===== config.mk =====
export PLATFORM = sky130hd
export DESIGN_NAME = nand_erase_seq
export DESIGN_NICKNAME = d
export VERILOG_FILES = /design/src/rtl/nand_erase_pkg.sv /design/src/rtl/nand_blk_addr.sv /design/src/rtl/nand_strobe_phy.sv /design/src/rtl/nand_erase_seq.sv
export SDC_FILE = /design/constraint.sdc
export NUM_CORES = 1
export LEC_CHECK = 0
export ABC_CLOCK_PERIOD_IN_PS = 3300
export BUFFER_PORTS_ARGS = -buffer_cell sky130_fd_sc_hd__buf_2
export CORE_ASPECT_RATIO = 1.25
export CORE_UTILIZATION = 44
export DETAILED_ROUTE_END_ITERATION = 8
export SLEW_MARGIN = 20
export SYNTH_ARGS = -nofsm -noshare
export SYNTH_HDL_FRONTEND = slang
export SYNTH_SLANG_ARGS = --single-unit

===== constraint.sdc =====
create_clock -name clk -period 3.3 [get_ports clk]
set_clock_uncertainty 0.2 [all_clocks]
set_input_delay 0.66 -clock clk [delete_from_list [all_inputs] [get_ports clk]]
set_output_delay 0.66 -clock clk [all_outputs]
set_load 0.02 [all_outputs]

===== src/rtl/nand_erase_pkg.sv =====
package nand_erase_pkg;

    typedef enum logic [1:0] {
        XFER_CMD,
        XFER_ADDR,
        XFER_READ
    } xfer_t;

    typedef enum logic [1:0] {
        PH_IDLE,
        PH_LOW,
        PH_HIGH
    } phase_t;

    typedef enum logic [3:0] {
        S_IDLE,
        S_CMD_SETUP,
        S_ADDR_LO,
        S_ADDR_HI,
        S_CMD_CONFIRM,
        S_GUARD,
        S_WAIT_RDY,
        S_CMD_STATUS,
        S_READ_STATUS,
        S_CMD_EXIT,
        S_REPORT
    } seq_t;

    localparam logic [7:0] OP_ERASE_SETUP = 8'h60;
    localparam logic [7:0] OP_ERASE_GO    = 8'hD0;
    localparam logic [7:0] OP_STATUS      = 8'h70;
    localparam logic [7:0] OP_READ_MODE   = 8'h00;

    localparam int ST_FAIL_BIT  = 0;
    localparam int ST_READY_BIT = 6;
    localparam int ST_WPOK_BIT  = 7;

endpackage


===== src/rtl/nand_blk_addr.sv =====
module nand_blk_addr #(
    parameter int BLK_W  = 9,
    parameter int LO_PAD = 4
) (
    input  logic [BLK_W-1:0] blk,
    output logic [7:0]       addr_lo,
    output logic [7:0]       addr_hi
);
    localparam int HI_PAD = 16 - BLK_W - LO_PAD;

    logic [15:0] packed_addr;

    // unused low and high positions are filled with ones
    assign packed_addr = {{HI_PAD{1'b1}}, blk, {LO_PAD{1'b1}}};
    assign addr_lo     = packed_addr[7:0];
    assign addr_hi     = packed_addr[15:8];
endmodule


===== src/rtl/nand_strobe_phy.sv =====
module nand_strobe_phy
    import nand_erase_pkg::*;
#(
    parameter int T_LOW  = 3,
    parameter int T_HIGH = 2
) (
    input  logic       clk,
    input  logic       rst_n,
    input  logic       go,
    input  xfer_t      kind,
    input  logic [7:0] wbyte,
    output logic       idle,
    output logic       ack,
    output logic [7:0] rbyte,
    output logic       cmd_en,
    output logic       addr_en,
    output logic       wstb_n,
    output logic       rstb_n,
    output logic [7:0] dout,
    output logic       doe,
    input  logic [7:0] din
);
    localparam int TMAX = (T_LOW > T_HIGH) ? T_LOW : T_HIGH;
    localparam int CW   = $clog2(TMAX + 1);

    phase_t         ph_q;
    logic [CW-1:0]  cnt_q;
    xfer_t          kind_q;
    logic [7:0]     byte_q;
    logic [7:0]     rbyte_q;
    logic           low_end;
    logic           high_end;
    logic           active;

    assign low_end  = (ph_q == PH_LOW)  && (cnt_q == CW'(T_LOW - 1));
    assign high_end = (ph_q == PH_HIGH) && (cnt_q == CW'(T_HIGH - 1));

    always_ff @(posedge clk or negedge rst_n) begin
        if (!rst_n) begin
            ph_q    <= PH_IDLE;
            cnt_q   <= '0;
            kind_q  <= XFER_CMD;
            byte_q  <= '0;
            rbyte_q <= '0;
        end else begin
            unique case (ph_q)
                PH_IDLE: if (go) begin
                    ph_q   <= PH_LOW;
                    cnt_q  <= '0;
                    kind_q <= kind;
                    byte_q <= wbyte;
                end
                PH_LOW: if (low_end) begin
                    ph_q  <= PH_HIGH;
                    cnt_q <= '0;
                    if (kind_q == XFER_READ) rbyte_q <= din;
                end else begin
                    cnt_q <= cnt_q + 1'b1;
                end
                PH_HIGH: if (high_end) begin
                    ph_q <= PH_IDLE;
                end else begin
                    cnt_q <= cnt_q + 1'b1;
                end
                default: ph_q <= PH_IDLE;
            endcase
        end
    end

    always_comb begin
        active  = (ph_q != PH_IDLE);
        idle    = !active;
        ack     = high_end;
        rbyte   = rbyte_q;
        cmd_en  = active && (kind_q == XFER_CMD);
        addr_en = active && (kind_q == XFER_ADDR);
        wstb_n  = !((ph_q == PH_LOW) && (kind_q != XFER_READ));
        rstb_n  = !((ph_q == PH_LOW) && (kind_q == XFER_READ));
        doe     = active && (kind_q != XFER_READ);
        dout    = byte_q;
    end
endmodule


===== src/rtl/nand_erase_seq.sv =====
module nand_erase_seq
    import nand_erase_pkg::*;
#(
    parameter int BLK_W       = 9,
    parameter int LO_PAD      = 4,
    parameter int T_LOW       = 3,
    parameter int T_HIGH      = 2,
    parameter int GUARD_CYC   = 4,
    parameter int TIMEOUT_CYC = 100000
) (
    input  logic             clk,
    input  logic             rst_n,
    input  logic             start,
    input  logic [BLK_W-1:0] block_num,
    input  logic             use_poll,
    output logic             busy,
    output logic             done,
    output logic             erase_fail,
    output logic             wr_protected,
    output logic             timed_out,
    output logic             nf_sel_n,
    output logic             nf_cmd_en,
    output logic             nf_addr_en,
    output logic             nf_wstb_n,
    output logic             nf_rstb_n,
    output logic [7:0]       nf_dout,
    output logic             nf_doe,
    input  logic [7:0]       nf_din,
    input  logic             nf_ready
);
    localparam int WAIT_W = $clog2(TIMEOUT_CYC + 1);

    seq_t              st_q, st_d;
    logic [BLK_W-1:0]  blk_q;
    logic              poll_q;
    logic [WAIT_W-1:0] wait_q;
    logic              fail_q, prot_q, tmo_q;
    logic [7:0]        adr_lo, adr_hi;
    logic              step, go, px_idle, px_ack;
    xfer_t             kind;
    logic [7:0]        wbyte, rbyte;
    logic              tmo, guard_end, stat_final, counting;

    nand_blk_addr #(.BLK_W(BLK_W), .LO_PAD(LO_PAD)) u_addr (
        .blk(blk_q), .addr_lo(adr_lo), .addr_hi(adr_hi)
    );

    nand_strobe_phy #(.T_LOW(T_LOW), .T_HIGH(T_HIGH)) u_phy (
        .clk(clk), .rst_n(rst_n), .go(go), .kind(kind), .wbyte(wbyte),
        .idle(px_idle), .ack(px_ack), .rbyte(rbyte),
        .cmd_en(nf_cmd_en), .addr_en(nf_addr_en),
        .wstb_n(nf_wstb_n), .rstb_n(nf_rstb_n),
        .dout(nf_dout), .doe(nf_doe), .din(nf_din)
    );

    assign tmo        = (wait_q >= WAIT_W'(TIMEOUT_CYC - 1));
    assign guard_end  = (wait_q == WAIT_W'(GUARD_CYC - 1));
    assign stat_final = rbyte[ST_READY_BIT] || !poll_q;
    assign counting   = (st_q == S_GUARD) || (st_q == S_WAIT_RDY) ||
                        (st_q == S_CMD_STATUS) || (st_q == S_READ_STATUS);

    // which bus cycle each state requests
    always_comb begin
        step  = 1'b1;
        kind  = XFER_CMD;
        wbyte = OP_READ_MODE;
        unique case (st_q)
            S_CMD_SETUP:   wbyte = OP_ERASE_SETUP;
            S_ADDR_LO:     begin kind = XFER_ADDR; wbyte = adr_lo; end
            S_ADDR_HI:     begin kind = XFER_ADDR; wbyte = adr_hi; end
            S_CMD_CONFIRM: wbyte = OP_ERASE_GO;
            S_CMD_STATUS:  wbyte = OP_STATUS;
            S_READ_STATUS: kind = XFER_READ;
            S_CMD_EXIT:    wbyte = OP_READ_MODE;
            default:       step = 1'b0;
        endcase
        go = step && px_idle;
    end

    always_comb begin
        st_d = st_q;
        unique case (st_q)
            S_IDLE:        if (start)  st_d = S_CMD_SETUP;
            S_CMD_SETUP:   if (px_ack) st_d = S_ADDR_LO;
            S_ADDR_LO:     if (px_ack) st_d = S_ADDR_HI;
            S_ADDR_HI:     if (px_ack) st_d = S_CMD_CONFIRM;
            S_CMD_CONFIRM: if (px_ack) st_d = S_GUARD;
            S_GUARD:       if (guard_end) st_d = poll_q ? S_CMD_STATUS : S_WAIT_RDY;
            S_WAIT_RDY:    if (nf_ready) st_d = S_CMD_STATUS;
                           else if (tmo) st_d = S_CMD_EXIT;
            S_CMD_STATUS:  if (px_ack) st_d = S_READ_STATUS;
            S_READ_STATUS: if (px_ack && (stat_final || tmo)) st_d = S_CMD_EXIT;
            S_CMD_EXIT:    if (px_ack) st_d = S_REPORT;
            S_REPORT:      st_d = S_IDLE;
            default:       st_d = S_IDLE;
        endcase
    end

    always_ff @(posedge clk or negedge rst_n) begin
        if (!rst_n) st_q <= S_IDLE;
        else        st_q <= st_d;
    end

    always_ff @(posedge clk or negedge rst_n) begin
        if (!rst_n) begin
            blk_q  <= '0;
            poll_q <= 1'b0;
            wait_q <= '0;
            fail_q <= 1'b0;
            prot_q <= 1'b0;
            tmo_q  <= 1'b0;
        end else begin
            if (st_q == S_IDLE && start) begin
                blk_q  <= block_num;
                poll_q <= use_poll;
                fail_q <= 1'b0;
                prot_q <= 1'b0;
                tmo_q  <= 1'b0;
            end
            if (st_q == S_CMD_CONFIRM)   wait_q <= '0;
            else if (counting && !tmo)   wait_q <= wait_q + 1'b1;
            if (st_q == S_READ_STATUS && px_ack && stat_final) begin
                fail_q <= rbyte[ST_FAIL_BIT];
                prot_q <= !rbyte[ST_WPOK_BIT];
            end
            if ((st_q == S_WAIT_RDY && !nf_ready && tmo) ||
                (st_q == S_READ_STATUS && px_ack && !stat_final && tmo))
                tmo_q <= 1'b1;
        end
    end

    always_comb begin
        busy         = (st_q != S_IDLE);
        done         = (st_q == S_REPORT);
        nf_sel_n     = (st_q == S_IDLE) || (st_q == S_REPORT);
        erase_fail   = fail_q;
        wr_protected = prot_q;
        timed_out    = tmo_q;
    end
endmodule


==> results of run 1 <==
-- cell families after synthesis --
family,after synthesis,synth area share
AND/OR/NAND/NOR,122,0.227
AO/OA/AOI/OAI,72,0.191
flip-flops,51,0.431
buffers and inverters,26,0.0346
multiplexers,21,0.0777
adder cells (fa/ha/maj),8,0.0338
XOR/XNOR,2,0.00591
-- area by class of cell --
class	instances	area, sq um
clock buffer	7	96.3
tap	87	109
multi-input combinational	225	1590
inverter	12	45.0
timing repair buffer	38	198
sequential	51	1280
fill	659	3210
clock inverter	1	7.51
-- Yosys cell counts, types with 2 or more instances --
cell type   n
dfrtp_1    51
nand2_1    32
nand3_1    16
mux2_2     15
o21ai_0    15
a21oi_1    14
nor2_1     13
inv_1      12
clkbuf_1   10
o31ai_1     9
or4_1       9
ha_1        8
nand4_1     8
nand2b_1    7
a22o_1      6
nor2b_1     6
nor3_1      6
mux2i_1     5
and3_1      4
a31oi_1     3
and4_1      3
nor4_1      3
o21ai_1     3
or3_1       3
a21o_1      2
and2_1      2
buf_1       2
nor3b_1     2
o2111ai_1   2
o221a_4     2
o221ai_2    2
xnor2_1     2
-- worst max path at each step --
stage / from / to / slack [ns] / cells after the start
final: st_q[0] / nf_sel_n / 0.50 / 4
after floorplan: st_q[2] / nf_sel_n / 0.62 / 6
after global routing: st_q[2] / nf_sel_n / 0.31 / 5
after global placement: st_q[3] / wait_q[15] / 0.73 / 4
after detailed placement: st_q[0] / wait_q[6] / 0.72 / 4
after CTS: st_q[0] / nf_sel_n / 0.51 / 4
-- where the power goes --
| group | leakage (nW) | switching (mW) | internal (mW) |
|---|---|---|---|
| combinational | 0.777 | 0.768 | 0.573 |
| sequential | 0.661 | 0.228 | 0.814 |
| clock | 0.0505 | 0.209 | 0.191 |
-- registers in the layout (all words and copies together) (netlist names) --
name          flops
erase_fail        1
u_phy.kind_q      2
u_phy.rbyte       3
u_phy.cnt_q       2
blk_q             9
timed_out         1
st_q              4
u_phy.dout        8
poll_q            1
wr_protected      1
u_phy.ph_q        2
wait_q           17
-- cell usage in the layout (no fill, tap or decap), types with 2 or more instances in the layout --
cell type	synthesis	routed
dfrtp_1	51	51
buf_2	1	35
nand2_1	32	32
nand3_1	16	16
o21ai_0	15	15
mux2_2	15	15
a21oi_1	14	14
nor2_1	13	13
inv_1	12	12
or4_1	9	9
o31ai_1	9	9
nand4_1	8	8
ha_1	8	8
nand2b_1	7	7
clkbuf_8	0	7
nor2b_1	6	6
nor3_1	6	6
a22o_1	6	6
mux2i_1	5	5
and3_1	4	4
and4_1	3	3
nor4_1	3	3
a31oi_1	3	3
o21ai_1	3	3
or3_1	3	3
buf_4	1	3
nor3b_1	2	2
a21o_1	2	2
and2_1	2	2
o2111ai_1	2	2
o221a_4	2	2
xnor2_1	2	2
o221ai_2	2	2
-- routing by layer --
metal  vias up  GRT usage  routed length (um)
li1       1190          -                   -
met1      1189      0.226                2750
met2        44      0.365                3440
met3         9     0.0311                 184
met4         0     0.0648                 105
met5         -          0                   0
==> run summary, run 1 <==
Synthesis
- **Seq cells post-synth** 51
- **proportion of netlist area held by the largest area contributor** 0.431
- **biggest area contributors in the synthesized netlist** dfrtp_1, mux2_2, nand2_1
- **count of unique library cells instantiated by Yosys** 57
- **number of standard cells after synthesis** 302
- **cell type with the largest total area after synthesis** dfrtp_1
- **Post-synth EDFFs** 0
- **Post-Synthesis Cell Area** 2960 sq um
- **count of warnings emitted by yosys** 0
- **primary flip-flop cell chosen by synthesis mapping** dfrtp_1
- **mean post-synth cell area** 9.81 sq um
- **Synth Net Count** 332
- **sequential cell area fraction in the yosys report** 0.431
- **proportion of synthesized flip-flops having asynchronous set or reset** 1.00

Drt
- **Final Routed Wirelength** 6480 um
- **iteration-0 DRC count of the detailed router** 138
- **Routed WL per cell** 15.4 um
- **remaining routing DRC violations** 0
- **routed via count** 2432
- **1st-pass router iterations** 4
- **mean number of vias per cell** 5.78
- **Detail Route Antenna Nets** 0

Cells and area
- **Final Cell Area** 3320 sq um
- **non-filler cells, final** 421
- **relative area change from synthesis to final layout** 11.9%
- **utilization after layout** 0.508
- **layout net count** 363
- **share of post-route cells with drive strength above 1** 0.219
- **ANT cells** 0

STA
- **transition at the pin with the smallest max-transition slack** 0.680 ns
- **final critical-path share of the clock period** 0.849
- **count of final hold-check violations** 0
- **worst-case hold slack** 0.121 ns
- **maximum clock frequency** 357 MHz
- **final critical-path required period** 2.80 ns
- **Total Neg Setup Slack** 0 ns
- **final slew viol count** 0
- **endpoints failing setup** 0
- **worst slew margin relative to its limit** 0.542
- **worst setup margin** 0.500 ns
- **RSZ-0062 raised after global routing** no

GRT
- **initial antenna violation count** 0
- **largest net degree at the start of global routing** 30
- **vias in the first global route** 2292
- **global-route wire length before repair** 10700 um
- **total congestion overflow** 0
- **overall fraction of global-route tracks in use** 0.198

Placed design
- **IO buf count** 35
- **half-perimeter wire length of the detailed placement result** 4810 um
- **worst slack, placed** 0.717 ns
- **instance area at placement** 3210 sq um
- **Routability Congestion** 0.840
- **number of placed instances with taps included** 413

Clock tree
- **cell at the root of the clock tree** clkbuf_8
- **clock tree from TritonCTS** yes
- **number of levels in the clock H-tree** 2
- **setup repair bufs after CTS** 0
- **number of buffers created by CTS** 5
- **clock-pin slew of the registers on the worst-case setup and hold paths** 0.09 ns
- **cts-stage hold buffer count** 0
- **clock sinks** 51
- **clk_lat worst skew** 0.31 ns
- **clock buffer depth** 2
- **number of resized instances in the post-cts repair step** 0

Die
- **total die area** 7070 sq um
- **die boundary height** 93.8 um
- **placeable core region** 6520 sq um
- **effective utilization at floorplan** 0.454
- **standard-cell rows** 33
- **count of pins on the block boundary** 41
- **horizontal die dimension** 75.4 um

Critical path
- **count of buffer and inverter cells on the critical path** 2
- **Worst setup SP type** register
- **source of the worst register-to-register timing path** wait_q[14]
- **cell family with most CP delay** simple AND/OR/NAND/NOR gates
- **Critical-path top delay cell** or4_1
- **Worst Setup End Kind** primary output
- **endpoint of the worst register-to-register path** st_q[3]
- **type of the worst setup path** reg2out
- **data required time at the worst endpoint** 2.44 ns
- **Reg2Reg Depth** 5
- **flop-to-flop setup slack** 0.73 ns
- **series of cell instances along the critical path** or4_1 -> inv_1 -> or2_2 -> buf_2
- **Critical Path AT** 1.94 ns
- **delay of the slowest critical-path stage** 0.67 ns
- **worst-path maximum fanout** 20

Min path
- **Hold WC Path Type** in2async

Pwr
- **worst vdd ir** 388 uV
- **power density cells** 839 nW/um^2
- **LEAKAGE** 1.49 nW
- **post-route total power** 2.78 mW

Flow run
- **max cap viols** 0

Status
- **result of the run** completed

Note: power is estimated with default switching activity, not from simulation.
==> inputs of run 2 (changes only) <==
--- a/config.mk
+++ b/config.mk
@@ -5,7 +5,7 @@
 export SDC_FILE = /design/constraint.sdc
 export NUM_CORES = 1
 export LEC_CHECK = 0
-export ABC_CLOCK_PERIOD_IN_PS = 3300
+export ABC_CLOCK_PERIOD_IN_PS = 2600
 export BUFFER_PORTS_ARGS = -buffer_cell sky130_fd_sc_hd__buf_2
 export CORE_ASPECT_RATIO = 1.25
 export CORE_UTILIZATION = 44
==> constraint.sdc (replaced) <==
create_clock -name clk -period 2.6 [get_ports clk]
set_clock_uncertainty 0.2 [all_clocks]
set_input_delay 0.52 -clock clk [delete_from_list [all_inputs] [get_ports clk]]
set_output_delay 0.52 -clock clk [all_outputs]
set_load 0.02 [all_outputs]
==> run 2 against run 1 <==
- sequential share of layout area fell by 1.7 points
- first-iteration DRC count rose by 14%
- cell count rose by 4.5%
- combinational power rose by 46%
- clock-buffer cell count fell by 1
- worst setup slack got worse by 0.49 ns
- largest cell class unchanged
==> run summary, run 2 (synthesis gave the netlist of run 1 again) <==
Cells and area
- **most common library cell in the layout ignoring fill and taps** dfrtp_1
- **largest reg by FF count** wait_q
- **most used cells in the layout excluding fill and tap cells** dfrtp_1, buf_2, nand2_1
- **Final Cell Area** 3480 sq um
- **Filler Cells Inserted** 622
- **ANT cells** 0
- **share of post-route cells with drive strength above 1** 0.272
- **layout net count** 382
- **relative area change from synthesis to final layout** 17.4%
- **flip-flop count of the largest register, all copies and words added** 17
- **non-filler cells, final** 440

STA
- **endpoints failing setup** 0
- **Total Neg Setup Slack** 0 ns
- **final critical-path share of the clock period** 0.997
- **final critical-path required period** 2.59 ns
- **worst slew margin relative to its limit** 0.604
- **count of final hold-check violations** 0
- **worst-case hold slack** 0.235 ns
- **transition at the pin with the smallest max-transition slack** 0.590 ns
- **RSZ-0062 raised after global routing** yes
- **final slew viol count** 0
- **maximum clock frequency** 386 MHz

Clock tree
- **clk_lat worst skew** 0.30 ns
- **clock buffer depth** 2
- **clock tree from TritonCTS** yes
- **clock-pin slew of the registers on the worst-case setup and hold paths** 0.09 ns
- **cell at the root of the clock tree** clkbuf_8
- **number of buffers created by CTS** 5
- **number of levels in the clock H-tree** 2
- **clock sinks** 51

Min path
- **Hold WC Path Type** in2reg

Drt
- **1st-pass router iterations** 4
- **Final Routed Wirelength** 6840 um
- **mean number of vias per cell** 5.71
- **Routed WL per cell** 15.5 um
- **routed via count** 2514
- **iteration-0 DRC count of the detailed router** 158
- **Detail Route Antenna Nets** 0
- **remaining routing DRC violations** 0

Die
- **total die area** 7070 sq um
- **effective utilization at floorplan** 0.454
- **die boundary height** 93.8 um
- **horizontal die dimension** 75.4 um
- **placeable core region** 6520 sq um
- **standard-cell rows** 33
- **count of pins on the block boundary** 41

Placed design
- **number of placed instances with taps included** 429
- **half-perimeter wire length of the detailed placement result** 5140 um
- **Routability Congestion** 0.858
- **instance area at placement** 3350 sq um
- **IO buf count** 35

Critical path
- **data required time at the worst endpoint** 2.58 ns
- **Worst setup SP type** register
- **worst-path maximum fanout** 5
- **type of the worst setup path** reg2reg
- **Critical Path AT** 2.57 ns
- **Worst Setup End Kind** register

Pwr
- **post-route total power** 3.64 mW
- **switching power share of the total** 0.432
- **Clock power frac** 0.124
- **worst vdd ir** 388 uV
- **Reg power frac** 0.342
- **power density cells** 1050 nW/um^2
- **cell internal pwr** 2.07 mW
- **LEAKAGE** 1.58 nW
- **Comb power frac** 0.534
- **net switching power of the design** 1.57 mW

GRT
- **initial antenna violation count** 0
- **global-route wire length before repair** 11200 um
- **overall fraction of global-route tracks in use** 0.207
- **total congestion overflow** 0
- **vias in the first global route** 2393
- **largest net degree at the start of global routing** 31

Status
- **result of the run** completed

Flow run
- **max cap viols** 0

## run 2: routing by layer
metal	vias to the layer above	global-route usage	share of wire
li1	1229	-	-
met1	1239	0.247	0.42
met2	39	0.374	0.54
met3	7	0.0311	0.025
met4	0	0.0556	0.011
met5	-	0	0
## run 2: final timing paths
check	start	to	slack (ns)	depth (start not counted)
max	wait_q[11]	st_q[3]	0.007	5
min	block_num[3]	blk_q[3]	0.23	2
max reg2reg	wait_q[11]	st_q[3]	0.007	5
min reg2reg	u_phy.rbyte[7]	wr_protected	0.26	1
max in group asynchronous	rst_n	st_q[1]	1.14	3
min in group asynchronous	rst_n	u_phy.dout[6]	0.51	2
## run 2: power by group through the flow
stage               Clock [mW]  Combinational, mW  Sequential (mW)
floorplan                    0               1.36             1.25
detailed placement           0               1.93             1.26
CTS                      0.468               1.94             1.24
global route             0.498               2.16             1.28
global placement             0               1.89             1.25
finish                   0.451               1.95             1.25
## run 2: area by class of cell
type | instances | area [sq um] | share of cell area
clock inverter | 2 | 12.5 | 0.00360
timing repair buffer | 57 | 358 | 0.103
tap | 87 | 109 | 0.0313
inverter | 12 | 45.0 | 0.0129
clock buffer | 6 | 72.6 | 0.0209
multi-input combinational | 225 | 1600 | 0.461
sequential | 51 | 1280 | 0.367
## run 2: stage by stage
stage / util / setup slack [ns]
2_1_floorplan: - / 0.0630
3_3_place_gp: 0.513 / 0.0687
3_5_place_dp: 0.513 / 0.0484
4_1_cts: 0.528 / 0.0291
5_1_grt: 0.533 / -0.0419
6_report: 0.533 / 0.00720
## run 2: worst max-delay path, stage by stage, from the launching register on
cell and delay [ns]:
dfrtp_1 0.39, or4_4 0.55, or4_4 0.56, o221a_4 0.30, o41ai_2 0.35, o31ai_1 0.12
## run 2: what timing repair did
action	CTS	global route
hold buffers	1	0
hold endpoints to repair	20	0
cloned	0	0
gates resized for setup	2	5
setup buffers	0	2
setup endpoints to repair	1	8
pin swaps	0	5
==> inputs of run 3 (changes only) <==
--- a/config.mk
+++ b/config.mk
@@ -8,8 +8,10 @@
 export ABC_CLOCK_PERIOD_IN_PS = 2600
 export BUFFER_PORTS_ARGS = -buffer_cell sky130_fd_sc_hd__buf_2
 export CORE_ASPECT_RATIO = 1.25
+export CORE_MARGIN = 4
 export CORE_UTILIZATION = 44
 export DETAILED_ROUTE_END_ITERATION = 8
+export PLACE_DENSITY_LB_ADDON = 0.15
 export SLEW_MARGIN = 20
 export SYNTH_ARGS = -nofsm -noshare
 export SYNTH_HDL_FRONTEND = slang
==> run 3 against run 2 <==
- first-iteration DRC count is 1.3% higher
- combinational power hardly changed
- routed wire length decreased by 2.3%
- utilization fell by 1.0 points
- worst setup slack better by 0.066 ns
- cell count decreased by 0.91%
- register-to-register slack improved by 0.07 ns
- sequential share of layout area up 0.50 points
- non-clock buffer count fell by 4
- sequential power barely moved
- critical endpoint unchanged
- largest power group unchanged
==> run summary, run 3 (synthesis gave the netlist of run 1 again) <==
STA
- **maximum clock frequency** 396 MHz
- **worst setup margin** 0.0732 ns
- **final slew viol count** 0
- **worst-case hold slack** 0.235 ns
- **worst slew margin relative to its limit** 0.596
- **final critical-path required period** 2.53 ns
- **endpoints failing setup** 0
- **count of final hold-check violations** 0
- **final critical-path share of the clock period** 0.972
- **transition at the pin with the smallest max-transition slack** 0.601 ns
- **RSZ-0062 raised after global routing** yes

Cells and area
- **most common library cell in the layout ignoring fill and taps** dfrtp_1
- **most used cells in the layout excluding fill and tap cells** dfrtp_1, buf_2, nand2_1
- **share of post-route cells with drive strength above 1** 0.255
- **utilization after layout** 0.523
- **largest reg by FF count** wait_q
- **relative area change from synthesis to final layout** 15.8%
- **flip-flop count of the largest register, all copies and words added** 17
- **layout net count** 378
- **ANT cells** 0

Critical path
- **flop-to-flop setup slack** 0.07 ns
- **worst-path maximum fanout** 5
- **type of the worst setup path** reg2reg
- **Worst Setup End Kind** register
- **Critical Path AT** 2.50 ns
- **Worst setup SP type** register
- **data required time at the worst endpoint** 2.58 ns

GRT
- **initial antenna violation count** 0
- **global-route wire length before repair** 11600 um
- **total congestion overflow** 0
- **overall fraction of global-route tracks in use** 0.180
- **largest net degree at the start of global routing** 20
- **vias in the first global route** 2426

Pwr
- **Comb power frac** 0.531
- **cell internal pwr** 2.06 mW
- **Reg power frac** 0.346
- **worst vdd ir** 433 uV
- **power density cells** 1050 nW/um^2
- **net switching power of the design** 1.55 mW
- **post-route total power** 3.62 mW
- **LEAKAGE** 1.55 nW
- **switching power share of the total** 0.429
- **Clock power frac** 0.123

Clock tree
- **clock-pin slew of the registers on the worst-case setup and hold paths** 0.09 ns
- **setup repair bufs after CTS** 0
- **clock buffer depth** 2
- **clock tree from TritonCTS** yes
- **number of levels in the clock H-tree** 2
- **cell at the root of the clock tree** clkbuf_8
- **clock sinks** 51
- **number of buffers created by CTS** 5
- **clk_lat worst skew** 0.30 ns

Placed design
- **worst slack, placed** 0.0799 ns
- **IO buf count** 35
- **half-perimeter wire length of the detailed placement result** 5110 um
- **Routability Congestion** 0.880

Die
- **effective utilization at floorplan** 0.451
- **total die area** 8120 sq um
- **standard-cell rows** 33
- **die boundary height** 99.8 um
- **count of pins on the block boundary** 41
- **horizontal die dimension** 81.4 um
- **placeable core region** 6570 sq um

Drt
- **routed via count** 2476
- **remaining routing DRC violations** 0
- **iteration-0 DRC count of the detailed router** 160
- **mean number of vias per cell** 5.68
- **Detail Route Antenna Nets** 0
- **Final Routed Wirelength** 6680 um
- **Routed WL per cell** 15.3 um
- **1st-pass router iterations** 4

Min path
- **Hold WC Path Type** in2reg

Flow run
- **max cap viols** 0

Status
- **result of the run** completed

run 3: changes by cell type in the layout (fill, tap and decap cells not counted):
cell    change
or4_1       +2
buf_2       +1
nor4_2      -1
buf_4       -5
or4_4       -2
nor4_1      +1
run 3: critical path, cell delays in order, from the launching register on:
cell	delay, ns
dfrtp_1	0.42
or4_1	0.57
or4_4	0.50
o221a_4	0.33
o41ai_2	0.27
o31ai_1	0.12
run 3: path summary, 6_finish.rpt:
kind | from | endpoint | depth (start not counted)
max in group asynchronous | rst_n | st_q[1] | 3
worst max register to register | wait_q[14] | st_q[3] | 5
worst min register to register | u_phy.rbyte[7] | wr_protected | 1
min in group asynchronous | rst_n | u_phy.dout[5] | 2
worst max-delay path | wait_q[14] | st_q[3] | 5
worst min-delay path | block_num[3] | blk_q[3] | 2
run 3: layer usage:
layer | GRT usage | share of wire
met3 | 0.0281 | 0.037
met4 | 0.0442 | 0.0066
met1 | 0.230 | 0.43
met5 | 0 | 0
met2 | 0.314 | 0.53
run 3: stage by stage:
step | instance area (sq um) | std cells | setup TNS [ns]
final | 3430 | 436 | 0
after global routing | 3430 | 436 | -0.0454
after CTS | 3430 | 436 | 0
after detailed placement | 3330 | 427 | 0
after global placement | 3330 | 427 | 0
after floorplan | 2960 | 302 | 0
run 3: what timing repair did:
action,CTS,global route
setup endpoints to repair,1,5
hold buffers,1,0
hold endpoints to repair,17,0
resized for setup,1,2
run 3: layout make-up:
type	instances	area (sq um)
fillers	609	3130
multi-input cells	225	1590
flip-flops and latches	51	1280
repair buffers	53	325
well taps	87	109
clock buffers	6	72.6
inverters	12	45.0
clock inverters	2	12.5
run 3: power groups by stage:
stage	logic [mW]	clock network, mW	registers (mW)
after detailed placement	1.93	0	1.27
after CTS	1.94	0.472	1.25
after floorplan	1.36	0	1.25
after global routing	2.15	0.499	1.29
after global placement	1.90	0	1.26
final	1.92	0.446	1.25
